[src/rtl/ivr_pkg.sv]
package ivr_pkg;
    localparam int VEC_BYTES = 16;

    localparam logic [2:0] OFS_CTRL  = 3'd0;
    localparam logic [2:0] OFS_BASE  = 3'd1;
    localparam logic [2:0] OFS_RPTR  = 3'd2;
    localparam logic [2:0] OFS_WPTR  = 3'd3;
    localparam logic [2:0] OFS_WBSLT = 3'd4;

    localparam int CB_RING  = 0;
    localparam int CB_IRQ   = 1;
    localparam int CB_WB    = 2;
    localparam int CB_REARM = 3;
    localparam int CB_CLR   = 4;
    localparam int CB_SIZE  = 8;

    typedef enum logic [1:0] {ST_IDLE, ST_DATA, ST_WB} wr_state_e;

    typedef struct packed {
        logic [7:0]  src_id;
        logic [27:0] src_data;
        logic [7:0]  ring_id;
        logic [7:0]  vm_id;
        logic [15:0] pasid;
    } ivec_t;
endpackage

[src/rtl/ivr_regs.sv]
module ivr_regs
    import ivr_pkg::*;
#(
    parameter int PTR_W  = 18,
    parameter int SIZE_W = 5,
    parameter int BASE_W = 32
) (
    input  logic              clk,
    input  logic              rst_n,
    input  logic              reg_wr,
    input  logic [2:0]        reg_addr,
    input  logic [31:0]       reg_wdata,
    output logic [31:0]       reg_rdata,
    input  logic              commit,
    output logic              ring_en,
    output logic              wb_en,
    output logic [PTR_W-1:0]  wptr,
    output logic [31:0]       wptr_word,
    output logic [BASE_W-1:0] base,
    output logic [BASE_W-1:0] wb_slot,
    output logic              irq
);
    localparam int PAD_W = 31 - PTR_W;

    typedef struct packed {
        logic              ring_en;
        logic              irq_en;
        logic              wb_en;
        logic              rearm;
        logic [SIZE_W-1:0] size;
        logic [PTR_W-1:0]  wptr;
        logic [PTR_W-1:0]  rptr;
        logic              ovf;
        logic              drop;
        logic [BASE_W-1:0] base;
        logic [BASE_W-1:0] wb_slot;
    } regs_t;

    regs_t            r_d, r_q;
    logic [PTR_W-1:0] ring_mask;
    logic [PTR_W-1:0] next_wptr;
    logic [PTR_W-1:0] wr_ptr_val;
    logic             clr_hit;

    always_comb begin
        ring_mask  = ((PTR_W'(4) << r_q.size) - PTR_W'(1)) & ~PTR_W'(15);
        next_wptr  = (r_q.wptr + PTR_W'(VEC_BYTES)) & ring_mask;
        wr_ptr_val = reg_wdata[PTR_W-1:0] & ring_mask;
        clr_hit    = reg_wr && (reg_addr == OFS_CTRL) && reg_wdata[CB_CLR];
        r_d        = r_q;
        r_d.drop   = 1'b0;
        if (clr_hit) r_d.ovf = 1'b0;
        if (commit) begin
            r_d.wptr = next_wptr;
            if (next_wptr == r_q.rptr) r_d.ovf = 1'b1;
        end
        if (reg_wr) begin
            case (reg_addr)
                OFS_CTRL: begin
                    r_d.ring_en = reg_wdata[CB_RING];
                    r_d.irq_en  = reg_wdata[CB_IRQ];
                    r_d.wb_en   = reg_wdata[CB_WB];
                    r_d.rearm   = reg_wdata[CB_REARM];
                    r_d.size    = reg_wdata[CB_SIZE +: SIZE_W];
                end
                OFS_BASE:  r_d.base    = reg_wdata[BASE_W-1:0];
                OFS_WBSLT: r_d.wb_slot = reg_wdata[BASE_W-1:0];
                OFS_RPTR: begin
                    r_d.rptr = wr_ptr_val;
                    r_d.drop = r_q.rearm && (wr_ptr_val != r_q.wptr);
                end
                OFS_WPTR: begin
                    if (!r_q.ring_en) begin
                        r_d.wptr = wr_ptr_val;
                        r_d.ovf  = 1'b0;
                    end
                end
                default: ;
            endcase
        end
    end

    always_ff @(posedge clk) begin
        if (!rst_n) r_q <= '0;
        else        r_q <= r_d;
    end

    assign ring_en   = r_q.ring_en;
    assign wb_en     = r_q.wb_en;
    assign wptr      = r_q.wptr;
    assign wptr_word = {r_q.ovf, {PAD_W{1'b0}}, r_q.wptr};
    assign base      = r_q.base;
    assign wb_slot   = r_q.wb_slot;
    assign irq       = r_q.irq_en && (r_q.wptr != r_q.rptr) && !r_q.drop;

    always_comb begin
        case (reg_addr)
            OFS_CTRL:  reg_rdata = 32'({r_q.size, 4'b0000, r_q.rearm, r_q.wb_en,
                                        r_q.irq_en, r_q.ring_en});
            OFS_BASE:  reg_rdata = 32'(r_q.base);
            OFS_RPTR:  reg_rdata = 32'(r_q.rptr);
            OFS_WPTR:  reg_rdata = wptr_word;
            OFS_WBSLT: reg_rdata = 32'(r_q.wb_slot);
            default:   reg_rdata = 32'h0;
        endcase
    end

    // an empty ring never signals
    a_r3_empty_quiet: assert property (@(posedge clk) disable iff (!rst_n)
        (r_q.wptr == r_q.rptr) |-> !irq);

    // flag survives until cleared or the pointer is reloaded
    a_r6_ovf_sticky: assert property (@(posedge clk) disable iff (!rst_n)
        (r_q.ovf && !clr_hit && !(reg_wr && reg_addr == OFS_WPTR && !r_q.ring_en))
        |=> r_q.ovf);

    // a rearm gap lasts one cycle
    a_r9_rearm_gap: assert property (@(posedge clk) disable iff (!rst_n)
        (!irq && r_q.irq_en && (r_q.wptr != r_q.rptr) && !reg_wr && !commit)
        |=> irq);

    // disabled interrupts stay low
    a_r8_irq_gate: assert property (@(posedge clk) disable iff (!rst_n)
        !r_q.irq_en |-> !irq);
endmodule

[src/rtl/ivr_writer.sv]
module ivr_writer
    import ivr_pkg::*;
#(
    parameter int PTR_W  = 18,
    parameter int ADDR_W = 40
) (
    input  logic              clk,
    input  logic              rst_n,
    input  logic              ring_en,
    input  logic              wb_en,
    input  logic [ADDR_W-9:0] base,
    input  logic [ADDR_W-9:0] wb_slot,
    input  logic [PTR_W-1:0]  wptr,
    input  logic [31:0]       wptr_word,
    input  logic              ev_valid,
    input  ivec_t             ev,
    output logic              ev_ready,
    output logic              mem_valid,
    input  logic              mem_ready,
    output logic [ADDR_W-1:0] mem_addr,
    output logic [31:0]       mem_data,
    output logic              commit,
    output logic              busy
);
    typedef struct packed {
        wr_state_e  st;
        logic [1:0] idx;
        ivec_t      vec;
    } wr_t;

    wr_t w_d, w_q;

    always_comb begin
        w_d    = w_q;
        commit = 1'b0;
        case (w_q.st)
            ST_IDLE: begin
                if (ev_valid && ring_en) begin
                    w_d.vec = ev;
                    w_d.idx = 2'd0;
                    w_d.st  = ST_DATA;
                end
            end
            ST_DATA: begin
                if (mem_ready) begin
                    if (w_q.idx == 2'd3) begin
                        commit = 1'b1;
                        w_d.st = wb_en ? ST_WB : ST_IDLE;
                    end else begin
                        w_d.idx = w_q.idx + 2'd1;
                    end
                end
            end
            ST_WB: if (mem_ready) w_d.st = ST_IDLE;
            default: w_d.st = ST_IDLE;
        endcase
    end

    always_ff @(posedge clk) begin
        if (!rst_n) w_q <= '{st: ST_IDLE, default: '0};
        else        w_q <= w_d;
    end

    assign ev_ready  = (w_q.st == ST_IDLE) && ring_en;
    assign mem_valid = (w_q.st != ST_IDLE);
    assign busy      = (w_q.st != ST_IDLE);

    always_comb begin
        if (w_q.st == ST_WB) begin
            mem_addr = {wb_slot, 8'h00};
            mem_data = wptr_word;
        end else begin
            mem_addr = {base, 8'h00} + ADDR_W'(wptr) + ADDR_W'({w_q.idx, 2'b00});
            case (w_q.idx)
                2'd0:    mem_data = {24'h0, w_q.vec.src_id};
                2'd1:    mem_data = {4'h0, w_q.vec.src_data};
                2'd2:    mem_data = {w_q.vec.pasid, w_q.vec.vm_id, w_q.vec.ring_id};
                default: mem_data = 32'h0;
            endcase
        end
    end

    // request is held under back-pressure
    a_r12_hold: assert property (@(posedge clk) disable iff (!rst_n)
        (mem_valid && !mem_ready) |=> (mem_valid && $stable(mem_addr) && $stable(mem_data)));

    // consecutive words step by one word
    a_r1_stride: assert property (@(posedge clk) disable iff (!rst_n)
        (w_q.st == ST_DATA && mem_ready && w_q.idx != 2'd3)
        |=> (mem_addr == $past(mem_addr) + ADDR_W'(4)));

    // no acceptance with the ring off
    a_r4_gate: assert property (@(posedge clk) disable iff (!rst_n)
        ev_ready |-> ring_en);

    // acceptance and activity are exclusive
    a_r11_busy: assert property (@(posedge clk) disable iff (!rst_n)
        ev_ready |-> !busy);
endmodule

[src/rtl/intr_ring_producer.sv]
module intr_ring_producer
    import ivr_pkg::*;
#(
    parameter int PTR_W  = 18,
    parameter int SIZE_W = 5,
    parameter int ADDR_W = 40
) (
    input  logic              clk,
    input  logic              rst_n,
    input  logic              ev_valid,
    output logic              ev_ready,
    input  logic [7:0]        ev_src_id,
    input  logic [27:0]       ev_src_data,
    input  logic [7:0]        ev_ring_id,
    input  logic [7:0]        ev_vm_id,
    input  logic [15:0]       ev_pasid,
    output logic              mem_valid,
    input  logic              mem_ready,
    output logic [ADDR_W-1:0] mem_addr,
    output logic [31:0]       mem_data,
    input  logic              reg_wr,
    input  logic [2:0]        reg_addr,
    input  logic [31:0]       reg_wdata,
    output logic [31:0]       reg_rdata,
    output logic              irq,
    output logic              busy
);
    localparam int BASE_W = ADDR_W - 8;

    logic              ring_en, wb_en, commit;
    logic [PTR_W-1:0]  wptr;
    logic [31:0]       wptr_word;
    logic [BASE_W-1:0] base, wb_slot;
    ivec_t             ev;

    assign ev = '{src_id: ev_src_id, src_data: ev_src_data, ring_id: ev_ring_id,
                  vm_id: ev_vm_id, pasid: ev_pasid};

    ivr_regs #(.PTR_W(PTR_W), .SIZE_W(SIZE_W), .BASE_W(BASE_W)) u_regs (
        .clk(clk), .rst_n(rst_n), .reg_wr(reg_wr), .reg_addr(reg_addr),
        .reg_wdata(reg_wdata), .reg_rdata(reg_rdata), .commit(commit),
        .ring_en(ring_en), .wb_en(wb_en), .wptr(wptr), .wptr_word(wptr_word),
        .base(base), .wb_slot(wb_slot), .irq(irq)
    );

    ivr_writer #(.PTR_W(PTR_W), .ADDR_W(ADDR_W)) u_writer (
        .clk(clk), .rst_n(rst_n), .ring_en(ring_en), .wb_en(wb_en),
        .base(base), .wb_slot(wb_slot), .wptr(wptr), .wptr_word(wptr_word),
        .ev_valid(ev_valid), .ev(ev), .ev_ready(ev_ready),
        .mem_valid(mem_valid), .mem_ready(mem_ready), .mem_addr(mem_addr),
        .mem_data(mem_data), .commit(commit), .busy(busy)
    );
endmodule

[config.mk]
export PLATFORM = sky130hd
export DESIGN_NAME = intr_ring_producer
export DESIGN_NICKNAME = d
export VERILOG_FILES = /design/src/rtl/ivr_pkg.sv /design/src/rtl/ivr_regs.sv /design/src/rtl/ivr_writer.sv /design/src/rtl/intr_ring_producer.sv
export SDC_FILE = /design/constraint.sdc
export NUM_CORES = 1
export LEC_CHECK = 0
export BUFFER_PORTS_ARGS = -buffer_cell sky130_fd_sc_hd__buf_2
export CAP_MARGIN = 15
export CORE_AREA = 2 2 135 137
export DETAILED_ROUTE_END_ITERATION = 8
export DIE_AREA = 0 0 137 139
export PLACE_DENSITY = 0.85
export REMOVE_ABC_BUFFERS = 1
export SETUP_SLACK_MARGIN = 0.15
export SLEW_MARGIN = 0
export SYNTH_ARGS = -nofsm -noshare
export SYNTH_HDL_FRONTEND = slang
export SYNTH_SLANG_ARGS = --single-unit
[constraint.sdc]
create_clock -name clk -period 5.11 [get_ports clk]
set_input_delay 0.7665 -clock clk [delete_from_list [all_inputs] [get_ports clk]]
set_output_delay 0.7665 -clock clk [all_outputs]
set_load 0.1 [all_outputs]
Word level (Yosys, flattened, before mapping)
Cells that the tools add are included.
{ "op_classes": {"mux": 28, "n_reduce_logical": 21, "shifts": 1, "n_lt_le_gt_ge": 0, "mul": 0, "eq_ne": 17, "n_div": 0, "n_addsub": 5, "bitwise_logic": 2} }
{ "ops": {"columns": ["cell", "count"], "rows": [
  ["32-bit case mux with 5 select lines", 1],
  ["102-bit two-way mux", 1],
  ["32-bit two-way mux", 3],
  ["32-bit case mux with 3 select lines", 1],
  ["18-bit two-way mux", 4],
  ["72-bit two-way mux", 1],
  ["40-bit by 18-bit adder with 40-bit output", 1],
  ["40-bit by 4-bit adder with 40-bit output", 1],
  ["40-bit two-way mux", 1],
  ["18-bit AND", 2],
  ["18-bit != test", 2],
  ["18-bit by 5-bit adder with 18-bit output (second input constant)", 1],
  ["18-bit == test", 1],
  ["3-bit by 5-bit left shift with 18-bit output (first input constant)", 1],
  ["18-bit by 2-bit subtractor with 18-bit output (second input constant)", 1],
  ["2-bit AND reduction", 5],
  ["1-bit two-way mux", 9],
  ["2-bit two-way mux", 4],
  ["4-bit AND reduction", 2],
  ["1-bit logical AND", 7],
  ["2-bit == test (second input constant)", 3],
  ["3-bit by 2-bit == test with 1-bit output (second input constant)", 2],
  ["2-bit != test (second input constant)", 3],
  ["2-bit case mux with 3 select lines", 1],
  ["12 further kinds", 16]
]} }
{ "word_totals": {"latch_bits": 0, "ram_bits": 0, "romBits": 0, "elab_cells": 92, "out_inout_bits": 108, "inputBits": 108, "ff_bits": 183, "n_memories": 0} }

Logic depth before layout (Yosys ltp)
Gate-level depths: netlist of the first run.
{ "logic_depth": {"word_depth": 9, "depth_mapped": 10} }

Cells and area by module
A second synthesis of the first run with hierarchy kept.
{ "hier_totals": {"hier_cells": 1587, "hier_area_um2": 11816.3} }
{ "by_module_without_submodules": {"columns": ["module", "n_inst", "cells_per_inst", "area_per_inst_um2"], "rows": [
  ["ivr_regs", 1, 921, 6869.1],
  ["ivr_writer", 1, 666, 4947.2]
]} }

Worst setup path before layout of the first run
Ideal clock, no wire load.
{ "synth_timing": {"path_kind": "reg-to-output", "from": "register u_writer.w_q[68] in the netlist's numbering", "to": "output mem_addr[20]", "required_time_ps": 4344, "arrival_time_ps": 4037, "slack_ps": 306, "stages_incl_launch_ff": 10, "path_buffers": 1, "path_cell_list": "dfxtp_1 -> ha_1 -> fa_1 -> nand4_2 -> a31oi_2 -> a311oi_1 -> buf_6 -> nor2_1 -> xnor2_1 -> o21ai_0"} }
{ "synth_between": {"elab_chain_cells": 2} }
{ "synth_rtl": {"columns": ["item", "line_no", "text"], "rows": [
  ["from (decl)", "ivr_writer.sv:31", "wr_t w_d, w_q;"],
  ["from (signal assigned)", "ivr_writer.sv:61", "else w_q <= w_d;"],
  ["40-bit by 4-bit adder with 40-bit output", "ivr_writer.sv:73", "mem_addr = {base, 8'h00} + ADDR_W'(wptr) + ADDR_W'({w_q.idx, 2'b00});"],
  ["40-bit two-way mux", "ivr_writer.sv:69", "if (w_q.st == ST_WB) begin"],
  ["to (decl)", "intr_ring_producer.sv:19", "output logic [ADDR_W-1:0] mem_addr,"]
]} }
Every way passes these cells.

Worst setup path after layout of the first run
{ "layout_timing": {"from": "register u_regs.r_q, in the netlist u_regs.wptr[4]", "to": "output mem_addr[30]"} }
{ "layout_between": {"elab_chain_cells": 3} }
{ "layout_rtl": {"columns": ["item", "line_no", "text"], "rows": [
  ["from (decl)", "ivr_regs.sv:39", "regs_t r_d, r_q;"],
  ["from (signal assigned)", "ivr_regs.sv:85", "else r_q <= r_d;"],
  ["40-bit by 18-bit adder with 40-bit output", "ivr_writer.sv:73", null],
  ["40-bit by 4-bit adder with 40-bit output", "ivr_writer.sv:73", null],
  ["40-bit two-way mux", "ivr_writer.sv:69", null]
]} }
Every way passes these cells.

==> run summary, run 1 <==
The run finished with clean final reports. Mean area per synthesized cell: 7.269 um^2. The region available for standard cell placement spans 17660 um^2. The logs give 0 for the number of antenna violations at the first check in global routing and 58.95% for the starting utilization of the core area.

The run gives 70 as the largest net degree at the start of global routing. The critical register-to-register path startpoint is u_regs.wptr[4]. For the worst-skew pair, the clock arrives at the later sink with an insertion delay of 0.43 ns.

Counting the fill cells in the layout gives 1504. The final route contains 11050 vias. In this run the worst path has a maximum fanout of 15.

The maximum vdd drop was 236.7 uV. The run gives 17 as the total CTS buffers. The setup slack on the worst flop-to-flop path came out at 2.01 ns.

Of the post-synthesis cell area, the dominant cell type holds 34.43%. The leakage power figure was 4.660 nW; the delay contributed by the slowest stage of the critical path was 0.70 ns. The number of global-route vias before repair came out at 10300. The final wirelength was 33.82 mm. The overall die height is 139 um, and the max-cap violation count is 0. The ratio of total power to cell area was 263.0 nW/um^2.

The H-tree was split into 4 levels. For the part of the Yosys area used for sequential elements, the log shows 34.43%. The mapped netlist covers 10410 um^2. For the worst setup path, the data required time is 4.34 ns. The share of synthesized registers carrying an async set or reset is 0%, and the worst setup slack before clock tree synthesis is 1.175 ns. After detailed routing, the wire length on met1 is 13.41 mm. On the final layout, the worst clock skew is 0.005242 ns. For the total negative slack for setup checks, the log shows 0 ns. Counting cells, the worst reg-to-reg path comes to 8. During placement, the flow inserted port buffers numbering 215.

Summed over all layers, the global routing overflow is 0. For this block, the initial DRC count from the detailed router was 1122. Post-CTS clock slew at the launch and capture registers of the worst setup and hold paths: 0.06 ns. Setup repair after global routing left no endpoint under its margin. After detailed routing, the number of vias per cell comes to 6.117. During synthesis, Yosys emitted a total of 0 warnings.

The detailed router used layers up to and including met4. The top flip-flop cell by instance count after synthesis is dfxtp_1. The horizontal die dimension is 137 um, and the overall global routing resource usage is 34.45%.

After the last flow step, the layout net total stands at 1691. Terminating pin of the worst hold path: u_writer.w_q[12]. The transition time at the pin with the least slew margin is 1.097 ns, and the distinct cell type count after synthesis is 72. Setup violations remaining at the end of the flow were counted as 0.

Counting along the longest clock path gives a buffer depth of 2. The count of pins over their slew limit is 0. At the end of routability-driven placement, the weighted congestion stood at 0.9928. The fraction of final layout cells with drive strength greater than 1 was 19.66%.

Headroom to the max-slew limit came out at 26.87%. In this run the core area contains 49 standard-cell rows. The die covers 19040 um^2. The signal on the critical path passes through ha_1 -> and3_1 -> nand4_2 -> a31oi_2 -> a311oi_2 -> buf_4 -> nor4b_1 -> xnor2_1 -> a21oi_1 -> buf_2.

The tools report the detailed placement HPWL as 23.14 mm. The first global-routing pass estimated 52.52 mm of wire. Slowest cell on the critical path: dfxtp_1. Counting flops and latches in the post-synthesis netlist gives 179.

In the synthesized netlist, the cells that appear most often are nand2_1 (359), a21oi_1 (200), dfxtp_1 (179), nor2_1 (98), clkbuf_1 (93). STA classifies the critical path endpoint as an output port. The data arrival time at the worst-slack endpoint is 3.69 ns. The number of hold buffers added after CTS was 0.

The number of buffers and inverters on the critical path is 2. The worst register-to-register path ends at u_regs.wptr_word[31]. The run gives 3.536 mm as the length of routed met3 wiring.

By area the synthesized netlist is led by dfxtp_1 (34%), nand2_1 (13%), a21oi_1 (9.6%). The path class of the tightest hold or removal check is flip-flop to flip-flop. The number of gates resized after cts is 0, and the shortest clock period the worst path allows after layout is 4.457 ns.

The root buffer selected by CTS is clkbuf_16. In this run the post-CTS setup repair buffer count came out at 0. Sum of met2 wire segment lengths after detailed routing: 15.55 mm.

TritonCTS built the clock tree. The cell class contributing the biggest share of worst-path delay is simple AND/OR/NAND/NOR gates. Kind of critical path: flip-flop to output port.

Dividing the detail-routed wire length by the instance count gives 18.72 um. The number of antenna diodes in the final layout is 0. For this run, the top clock speed supported by timing is 224.4 MHz. Once detail routing completed, the nets flagged for antenna violations numbered 0. In the finished design, the share of the clock period the worst path needs comes to 87.23%.

The gate count after technology mapping was 1432. Along the worst hold path, the cell count comes to 2. The clock drives 179 sinks. The startpoint identified for the worst hold timing path is u_writer.w_q[12]. The final-report hold violation count is 0, and the count of pins on the block boundary is 216. Before antenna repair, the detailed router went through 6 iterations.

The worst path setup slack after routing was 0.6527 ns. Yosys mapped a number of flops with a built-in enable equal to 0. The area added between synthesis and finish came out at 15.95%. The cell type with the highest aggregate area in the netlist was dfxtp_1. Library cell with the highest instance count after synthesis: nand2_1.

After detailed routing, the number of remaining DRC violations is 0. The worst setup path is launched from a flip-flop.
-- cell usage in the layout, fill, tap and decap left out, drive strengths merged, types with 11 or more instances in the layout --
master	n
nor2	98
and2	11
nor3	19
ha	17
nand2b	16
inv	12
nand4	16
a22oi	54
o21ai	60
nor4	13
dfxtp	179
o22ai	17
buf	237
xor2	36
nand3	20
clkbuf	20
nand2	359
a21oi	201
a211oi	19
mux2i	15
xnor2	41
-- state kept, by name, summed over array words and instances (netlist names) --
signal	flops
u_regs.r_q	22
u_regs.ring_en	1
u_writer.w_q	72
u_regs.wptr_word	1
u_regs.wb_en	1
u_regs.wb_slot	32
u_regs.wptr	18
u_regs.base	32
-- per-stage QoR --
stage / power, W / cell area [um^2] / hold WS (ns) / utilization [%] / cells
6_report: 0.003175 / 12070 / 0.4512 / 68.35 / 1806
3_5_place_dp: 0.001812 / 11450 / 0.4431 / 64.85 / 1775
2_1_floorplan: 0.001679 / 9884 / 0.4319 / - / 1309
3_3_place_gp: 0.001808 / 11450 / 0.4372 / 64.85 / 1775
5_1_grt: 0.003250 / 12070 / 0.4667 / 68.35 / 1806
4_1_cts: 0.003169 / 12070 / 0.4520 / 68.35 / 1806
-- worst max path at each step --
stage,start,end,cells after the start
3_3_place_gp,u_regs.wptr[4],mem_addr[30],10
5_1_grt,u_regs.wptr[4],mem_addr[36],10
4_1_cts,u_regs.wptr[4],mem_addr[30],10
3_5_place_dp,u_regs.wptr[4],mem_addr[30],10
6_report,u_regs.wptr[4],mem_addr[30],10
2_1_floorplan,u_regs.wptr[13],mem_addr[20],8
-- per-layer routing --
| metal | vias up | GRT usage, % |
|---|---|---|
| li1 | 5233 | - |
| met1 | 5048 | 43.41 |
| met2 | 655 | 55.22 |
| met3 | 111 | 8.370 |
| met4 | 0 | 15.95 |
| met5 | - | 0 |
-- worst min-delay path, cell delays in order (launching register included) --
cell	delay (ns)
dfxtp_1	0.31
nand2_1	0.05
a21oi_1	0.05
-- area by class of cell --
cell class / instances / area (um^2) / area share (%)
multi-input combinational: 1120 / 6300 / 52.20
inverter: 10 / 40.04 / 0.3317
tap: 229 / 286.5 / 2.374
timing repair buffer: 237 / 1241 / 10.28
clock buffer: 20 / 466.7 / 3.867
sequential: 179 / 3583 / 29.69
clock inverter: 11 / 151.4 / 1.254
-- kinds of logic after synthesis --
logic type	after synthesis	synth area share, %
AO/OA/AOI/OAI	405	23.55
XOR/XNOR	77	6.479
flip-flops	179	34.43
multiplexers	20	1.983
adder cells (fa/ha/maj)	18	2.236
AND/OR/NAND/NOR	600	25.93
buffers and inverters	133	5.397
-- report_power, final --
part           switching [W]  internal [W]
clock               0.000575      0.000809
combinational       0.000249     0.0000942
sequential         0.0000324       0.00141
No activity file was read; power rests on OpenSTA's default activity.
==> run 2: changes to the inputs <==
--- a/config.mk
+++ b/config.mk
@@ -5,11 +5,14 @@
 export SDC_FILE = /design/constraint.sdc
 export NUM_CORES = 1
 export LEC_CHECK = 0
+export ABC_AREA = 1
 export BUFFER_PORTS_ARGS = -buffer_cell sky130_fd_sc_hd__buf_2
 export CAP_MARGIN = 15
-export CORE_AREA = 2 2 135 137
+export CELL_PAD_IN_SITES_DETAIL_PLACEMENT = 0
+export CELL_PAD_IN_SITES_GLOBAL_PLACEMENT = 2
+export CORE_AREA = 2 2 184 186
 export DETAILED_ROUTE_END_ITERATION = 8
-export DIE_AREA = 0 0 137 139
+export DIE_AREA = 0 0 186 188
 export PLACE_DENSITY = 0.85
 export REMOVE_ABC_BUFFERS = 1
 export SETUP_SLACK_MARGIN = 0.15
==> run summary, run 2 <==
The worst setup path is launched from a flip-flop. Post-CTS repair changed the size of 0 cells. Final standard cell utilization of the core: 37.37%. The library cell used most frequently in the layout, excluding fill and tap cells, is nand2_1. After detailed routing, the number of vias per cell comes to 5.154. Yosys mapped a number of flops with a built-in enable equal to 0. The number of antenna violations at the first check in global routing is 4. The class of the tightest hold or removal check was flip-flop to flip-flop. After detailed routing, the average wire length per cell comes to 18.59 um.

Ranked by total cell area, the synthesized netlist is headed by dfxtp_1 (34%), o21ai_0 (11%), nand2_1 (9.2%). In the final design database the tool counted 1870 nets. The tightest slew margin relative to the limit is 26.70%, and the maximum vdd drop is 219.8 uV.

Cell type with the highest aggregate area in the netlist: dfxtp_1. The tools report the instance count after placement with tap cells included as 2172. Compared with the post-synthesis result, the final layout area differs by 19.06%. The detailed placement HPWL is 30.50 mm.

Derived from the worst setup path, the maximum achievable clock frequency is 255.0 MHz. The overall die height came out at 188 um. The final cycle utilization of the critical path was 76.74%; the distinct cell type count after synthesis was 46. The fraction of final layout cells with drive strength greater than 1 is 16.79%. TritonCTS built the clock tree. The run gives 0.45 ns as the clock latency at the later pin of the worst-skew pair.

The number of setup buffers added after CTS is 0. The final-report hold violation count was 0; the share of synthesized registers carrying an async set or reset was 0%. The ratio of total power to cell area came out at 261.5 nW/um^2. The most used flip-flop cell after synthesis is dfxtp_1. The total CTS buffers is 17. For this block, the via count after detailed routing is 11380. The tools report the starting utilization of the core area as 31.39%. The logs give 10810 for the number of global-route vias before repair and 0 for the max-cap violation count. The tools report the number of buffers on the longest clock path as 2. Buffers inserted to repair hold after CTS numbered 0.

Of the post-synthesis cell area, the dominant cell type holds 34.48%. The count of pins on the block boundary was 216. The commonest cells after synthesis are nand2_1 (254), nor2_1 (236), o21ai_0 (230), dfxtp_1 (179), inv_1 (153). Synthesis inferred 179 register bits.

The run finished with clean final reports. The endpoint required time on the critical path was 4.34 ns; the shortest clock period the worst path allows after layout was 3.922 ns. The library cell with the highest instance count after synthesis was nand2_1. The kind of critical path was flip-flop to output port.

In this run the standard cell core region covers 33110 um^2. Setup repair after global routing left no endpoint under its margin. During placement, the flow inserted port buffers numbering 215. After technology mapping, the gate count stands at 1582.

Number of H-tree levels: 4. The count of pins over their slew limit was 0; the horizontal die dimension was 186 um. The post-CTS clock slew at the launch and capture registers of the worst setup and hold paths is 0.07 ns, and the leakage power figure is 5.454 nW. A synthesized cell averages 6.570 um^2. The congestion estimate from routability-driven global placement came to 0.9114. The tools report the number of iterations in the first detailed-routing pass as 5.

The run gives 67 as the number of core rows. Counting every sink on the clock net gives 179. Transition time at the pin with the least slew margin: 1.098 ns. The worst setup path is captured at an output port. On the final layout, the worst clock skew is 0.01365 ns. The total grt overflow is 0. Entering global routing, the biggest net connects 100 pins.

The overall global routing resource usage came out at 23.16%. Leaving out filler cells and counting taps, the final layout contains 2208. For the part of the Yosys area used for sequential elements, the log shows 34.48%. Leaving out fill and tap cells, the most frequent cells in the layout are nand2_1 (253), nor2_1 (235), o21ai_0 (230), buf_2 (214), dfxtp_1 (179).

The Yosys step of the flow raised 0 warnings. The detail route stage leaves a number of antenna-violating nets equal to 0. The register with the most flip-flops in the layout has 72 of them.

The post-route DRC violation count was 0. The first global-routing pass estimated 62.40 mm of wire. The first routing iteration left 632 violations. The floorplan step defined a die boundary enclosing 34970 um^2. The cell area after synthesis is 10390 um^2. The tools report the root buffer selected by CTS as clkbuf_16.

The highest fanout seen on the critical path is 9. The data arrival time at the worst-slack endpoint was 3.16 ns. After detailed routing, the total wire length is 41.05 mm. Setup violations remaining at the end of the flow were counted as 0. The largest register by flop count is u_writer.w_q.
## run 2: final cells by class
cell class,count,area (um^2)
fill,3659,20740
multi-input combinational,1155,5857
sequential,179,3583
timing repair buffer,230,1204
inverter,161,604.3
tap,448,560.5
clock buffer,19,442.9
clock inverter,13,115.1
antenna,3,7.507
## run 2: layer usage
layer	vias to the layer above	track usage [%]	routed length [um]
li1	5631	-	-
met1	5282	29.88	18040
met2	402	38.29	19110
met3	63	4.350	2564
met4	2	8.389	1319
met5	-	0	11
## run 2: cell families (layout without fill, tap and decap cells)
family / count (synthesis) / in the layout / share of synthesized area, %
flip-flops: 179 / 179 / 34.48
AND/OR/NAND/NOR: 629 / 629 / 25.48
XOR/XNOR: 42 / 42 / 3.539
buffers and inverters: 248 / 423 / 9.317
adder cells (fa/ha/maj): 18 / 18 / 2.239
AO/OA/AOI/OAI: 466 / 466 / 24.94
other: 0 / 3 / 0
## run 2: final timing paths
check,startpoint,end,slack [ns],cells past startpoint
worst max-delay path,u_regs.wptr[4],mem_addr[22],1.19,13
worst min-delay path,u_regs.wb_slot[28],u_regs.wb_slot[28],0.47,2
worst max register to register,u_writer.w_q[69],u_regs.wptr[15],2.22,7
worst min register to register,u_regs.wb_slot[28],u_regs.wb_slot[28],0.47,2
## run 2: report_power, final
| group | internal [W] | total [W] | switching [W] |
|---|---|---|---|
| combinational | 0.000112 | 0.000457 | 0.000345 |
| sequential | 0.00144 | 0.00147 | 0.0000393 |
| clock | 0.000654 | 0.00130 | 0.000650 |
| total | 0.00220 | 0.00324 | 0.00103 |
## run 2: worst max-delay path, cell delays in order (launching register included)
cell and delay (ns):
dfxtp_1 0.55, ha_1 0.38, nand2_1 0.09, inv_1 0.12, nand2_1 0.07, and2_4 0.15, o21ai_2 0.21, nand2_1 0.10
nand3_2 0.15, nand2_2 0.10, o21ai_0 0.17, nand3_1 0.10, nand2_1 0.10, buf_2 0.42
## run 2: through the flow
| step | setup TNS, ns | power, W | setup WS, ns | hold WS [ns] | cell area (um^2) |
|---|---|---|---|---|---|
| floorplan | -8.608 | 0.001789 | -0.3743 | 0.4384 | 10030 |
| global placement | 0 | 0.001959 | 1.730 | 0.4546 | 11790 |
| detailed placement | 0 | 0.001960 | 1.681 | 0.4612 | 11790 |
| CTS | 0 | 0.003256 | 1.191 | 0.4715 | 12350 |
| global route | 0 | 0.003348 | 0.8944 | 0.4993 | 12370 |
| finish | 0 | 0.003235 | 1.188 | 0.4703 | 12370 |
==> run 3: changes to the inputs <==
--- a/config.mk
+++ b/config.mk
@@ -5,15 +5,15 @@
 export SDC_FILE = /design/constraint.sdc
 export NUM_CORES = 1
 export LEC_CHECK = 0
-export ABC_AREA = 1
+export ABC_AREA = 0
 export BUFFER_PORTS_ARGS = -buffer_cell sky130_fd_sc_hd__buf_2
 export CAP_MARGIN = 15
 export CELL_PAD_IN_SITES_DETAIL_PLACEMENT = 0
 export CELL_PAD_IN_SITES_GLOBAL_PLACEMENT = 2
-export CORE_AREA = 2 2 184 186
+export CORE_AREA = 2 2 187 189
 export DETAILED_ROUTE_END_ITERATION = 8
-export DIE_AREA = 0 0 186 188
-export PLACE_DENSITY = 0.85
+export DIE_AREA = 0 0 189 191
+export PLACE_DENSITY = 0.8
 export REMOVE_ABC_BUFFERS = 1
 export SETUP_SLACK_MARGIN = 0.15
 export SLEW_MARGIN = 0
==> constraint.sdc (replaced) <==
create_clock -name clk -period 3.8 [get_ports clk]
set_input_delay 0.57 -clock clk [delete_from_list [all_inputs] [get_ports clk]]
set_output_delay 0.57 -clock clk [all_outputs]
set_load 0.1 [all_outputs]
==> run summary, run 3 (synthesis results as in run 1) <==
The run finished with clean final reports. The number of antenna violations at the first check in global routing is 3, and the proportion of power drawn by flip-flops and latches is 46.3%. With fillers left out, the area of the finished cells amounts to 13220 um^2.

Counting the fill cells in the layout gives 3625. The area of the die is 36100 um^2. The cell sitting at the root of the clock tree is a clkbuf_16. Kind of critical path: flip-flop to output port. For the final RePlAce weighted congestion, the log shows 0.8707. For the worst setup path, the data arrival time is 2.95 ns. Clock-pin slew was measured on the worst setup and hold paths at 0.07 ns. On the final layout, the worst hold slack is 0.3604 ns. The count of pins over their slew limit is 0. Cells fill 38.75% of the core in the end. Setup repair after global routing could not meet its margin everywhere. Counting I/O delays and the setup requirement, the final critical path takes 3.521 ns. CTS saw 179 sinks. Headroom to the max-slew limit came out at 32.07%. For this run, the slowest stage of the critical path takes 0.39 ns.

Summing over every cut layer, the via total after detailed routing is 10690. For the number of core rows, the log shows 68. For the number of global-route vias before repair, the log shows 10450. The run gives 17 as the total CTS buffers. Sum of buffers and inverters on the critical path: 2.

From left edge to right edge, the die measures 189 um. In this run the vertical extent of the chip is 191 um. For the starting utilization of the core area, the log shows 30.51%. Using the TritonRoute via totals, the vias-per-cell ratio works out to 5.194. Instance count after placement with tap cells included: 2027. The longest clock path from root to sink contains 2 buffers.

The layout net count is 1717. Setup violations remaining at the end of the flow were counted as 0. The library cell used most frequently in the layout, excluding fill and tap cells, is nand2_1.

The number of iterations in the first detailed-routing pass is 5, and the achievable frequency is 284.0 MHz. Combinational logic is responsible for 12.3% of the overall power. For the pin with the worst max-slew slack, the measured transition is 1.019 ns.

The tools report the maximum vdd drop as 298.7 uV. The count of nets left with antenna violations once routing finished came out at 0. The first global-routing pass estimated 61.73 mm of wire.

Count of pins on the block boundary: 216. The max-cap violation count was 0. The analysis attributes to net switching a power of 0.001214 W.

Cell internal power was estimated by the tool at 0.002966 W. STA classifies the critical path endpoint as an output port. After global routing the overflow that remains totals 0. The first routing iteration left 695 violations. The fraction of final layout cells with drive strength greater than 1 is 21.90%. Across the routed clock network, the largest skew measured is 0.009146 ns. At the later pin of the worst-skew pair, clock insertion delay measures 0.44 ns. Global routing consumed, over all layers together, 22.02% of the routing resources. The register with the most flip-flops in the final layout is u_writer.w_q. From synthesis to final layout, the design area changed by 27.02%.

The post-route DRC violation count came out at 0. The number of input and output port buffers inserted was 215. Grouping stages by cell kind, the critical path spends the most delay in simple AND/OR/NAND/NOR gates. The number of flip-flops in the largest register was 72; the core box area was 34120 um^2. The tools report the hold buffer count at CTS as 0.

For the largest net degree at the start of global routing, the log shows 87. Leaving out fill and tap cells, the most frequent cells in the layout are nand2_1 (359), a21oi_1 (194), dfxtp_1 (176), buf_2 (163), nor2_1 (97). For this design, the slowest cell found on the critical path is ha_1. Per report_power, the clock group accounts for 41.5% of the total.

The critical path launch point type is a flip-flop. CTS built an H-tree with a depth of 4. The endpoint required time on the critical path came out at 3.23 ns. Once detailed placement completed, the half-perimeter wirelength came to 28.83 mm.

The highest fanout seen on the critical path is 11, and the number of standard cells in the layout, taps in and fillers out is 2059. TritonCTS built the clock tree. The final layout contains routed wiring with a total length of 40.02 mm. The design draws 0.004179 W. Once placement finished, the instance area stood at 12560 um^2.

The signal on the critical path passes through ha_1 -> and2_4 -> nand4_2 -> a31oi_4 -> a311oi_2 -> buf_4 -> nor4b_2 -> xnor2_1 -> a21oi_1 -> buf_12. The average wire length per cell after detail routing is 19.44 um, and the ratio of total power to cell area is 316.1 nW/um^2. The class of the tightest hold or removal check was input pin to flip-flop. The final cycle utilization of the critical path works out to 92.65%.

The tools report the final-report hold violation count as 0. The leakage power figure was 4.889 nW; the fraction of power spent switching nets was 29.04%.
==> run 3: power by group through the flow <==
stage,Combinational (W),Sequential (W),Clock [W]
3_5_place_dp,0.000508,0.00198,0
6_report,0.000512,0.00193,0.00173
2_1_floorplan,0.000284,0.00197,0
3_3_place_gp,0.000508,0.00198,0
4_1_cts,0.000510,0.00193,0.00178
5_1_grt,0.000546,0.00194,0.00186
==> run 3: per-layer routing <==
layer	vias up	share of wire [%]	routed length (um)	track usage [%]
met4	4	2.7	1064	7.452
met1	4979	44	17680	28.27
met5	-	0.067	27	0
li1	5294	-	-	-
met2	357	46	18320	36.15
met3	60	7.3	2926	5.269
==> run 3: path summary, 6_finish.rpt <==
kind	slack [ns]	from	cells past startpoint	endpoint
hold reg to reg	0.45	u_writer.w_q[12]	2	u_writer.w_q[12]
setup reg to reg	1.20	u_regs.wptr[4]	9	u_regs.wptr_word[31]
hold / removal	0.36	ev_src_data[19]	3	u_writer.w_q[51]
setup / recovery	0.28	u_regs.base[2]	10	mem_addr[30]
==> run 3: cell type report <==
type	instances	area, um^2	area share [%]
Timing Repair Buffer	263	2100	15.88
Clock inverter	13	130.1	0.9842
Multi-Input combinational cell	1120	6364	48.13
Sequential cell	179	3587	27.13
Clock buffer	18	429.2	3.246
Antenna cell	1	2.502	0.01893
Tap cell	455	569.3	4.306
Inverter	10	40.04	0.3028
==> run 3: what timing repair did <==
item,CTS,global route
resized for setup,4,32
setup buffers,0,0
gates cloned,0,0
setup endpoints to repair,11,23
==> run 3: metrics by stage <==
step           worst slack [ns]  setup TNS, ns
6_report                 0.2792              0
5_1_grt                  0.1040              0
4_1_cts                  0.1113              0
3_5_place_dp             0.5469              0
3_3_place_gp             0.5798              0
2_1_floorplan            -1.600         -40.58
==> run 3: tightest hold or removal path, stage by stage <==
cell and delay (ns):
buf_2 0.09, nand2_1 0.04, a21oi_1 0.05
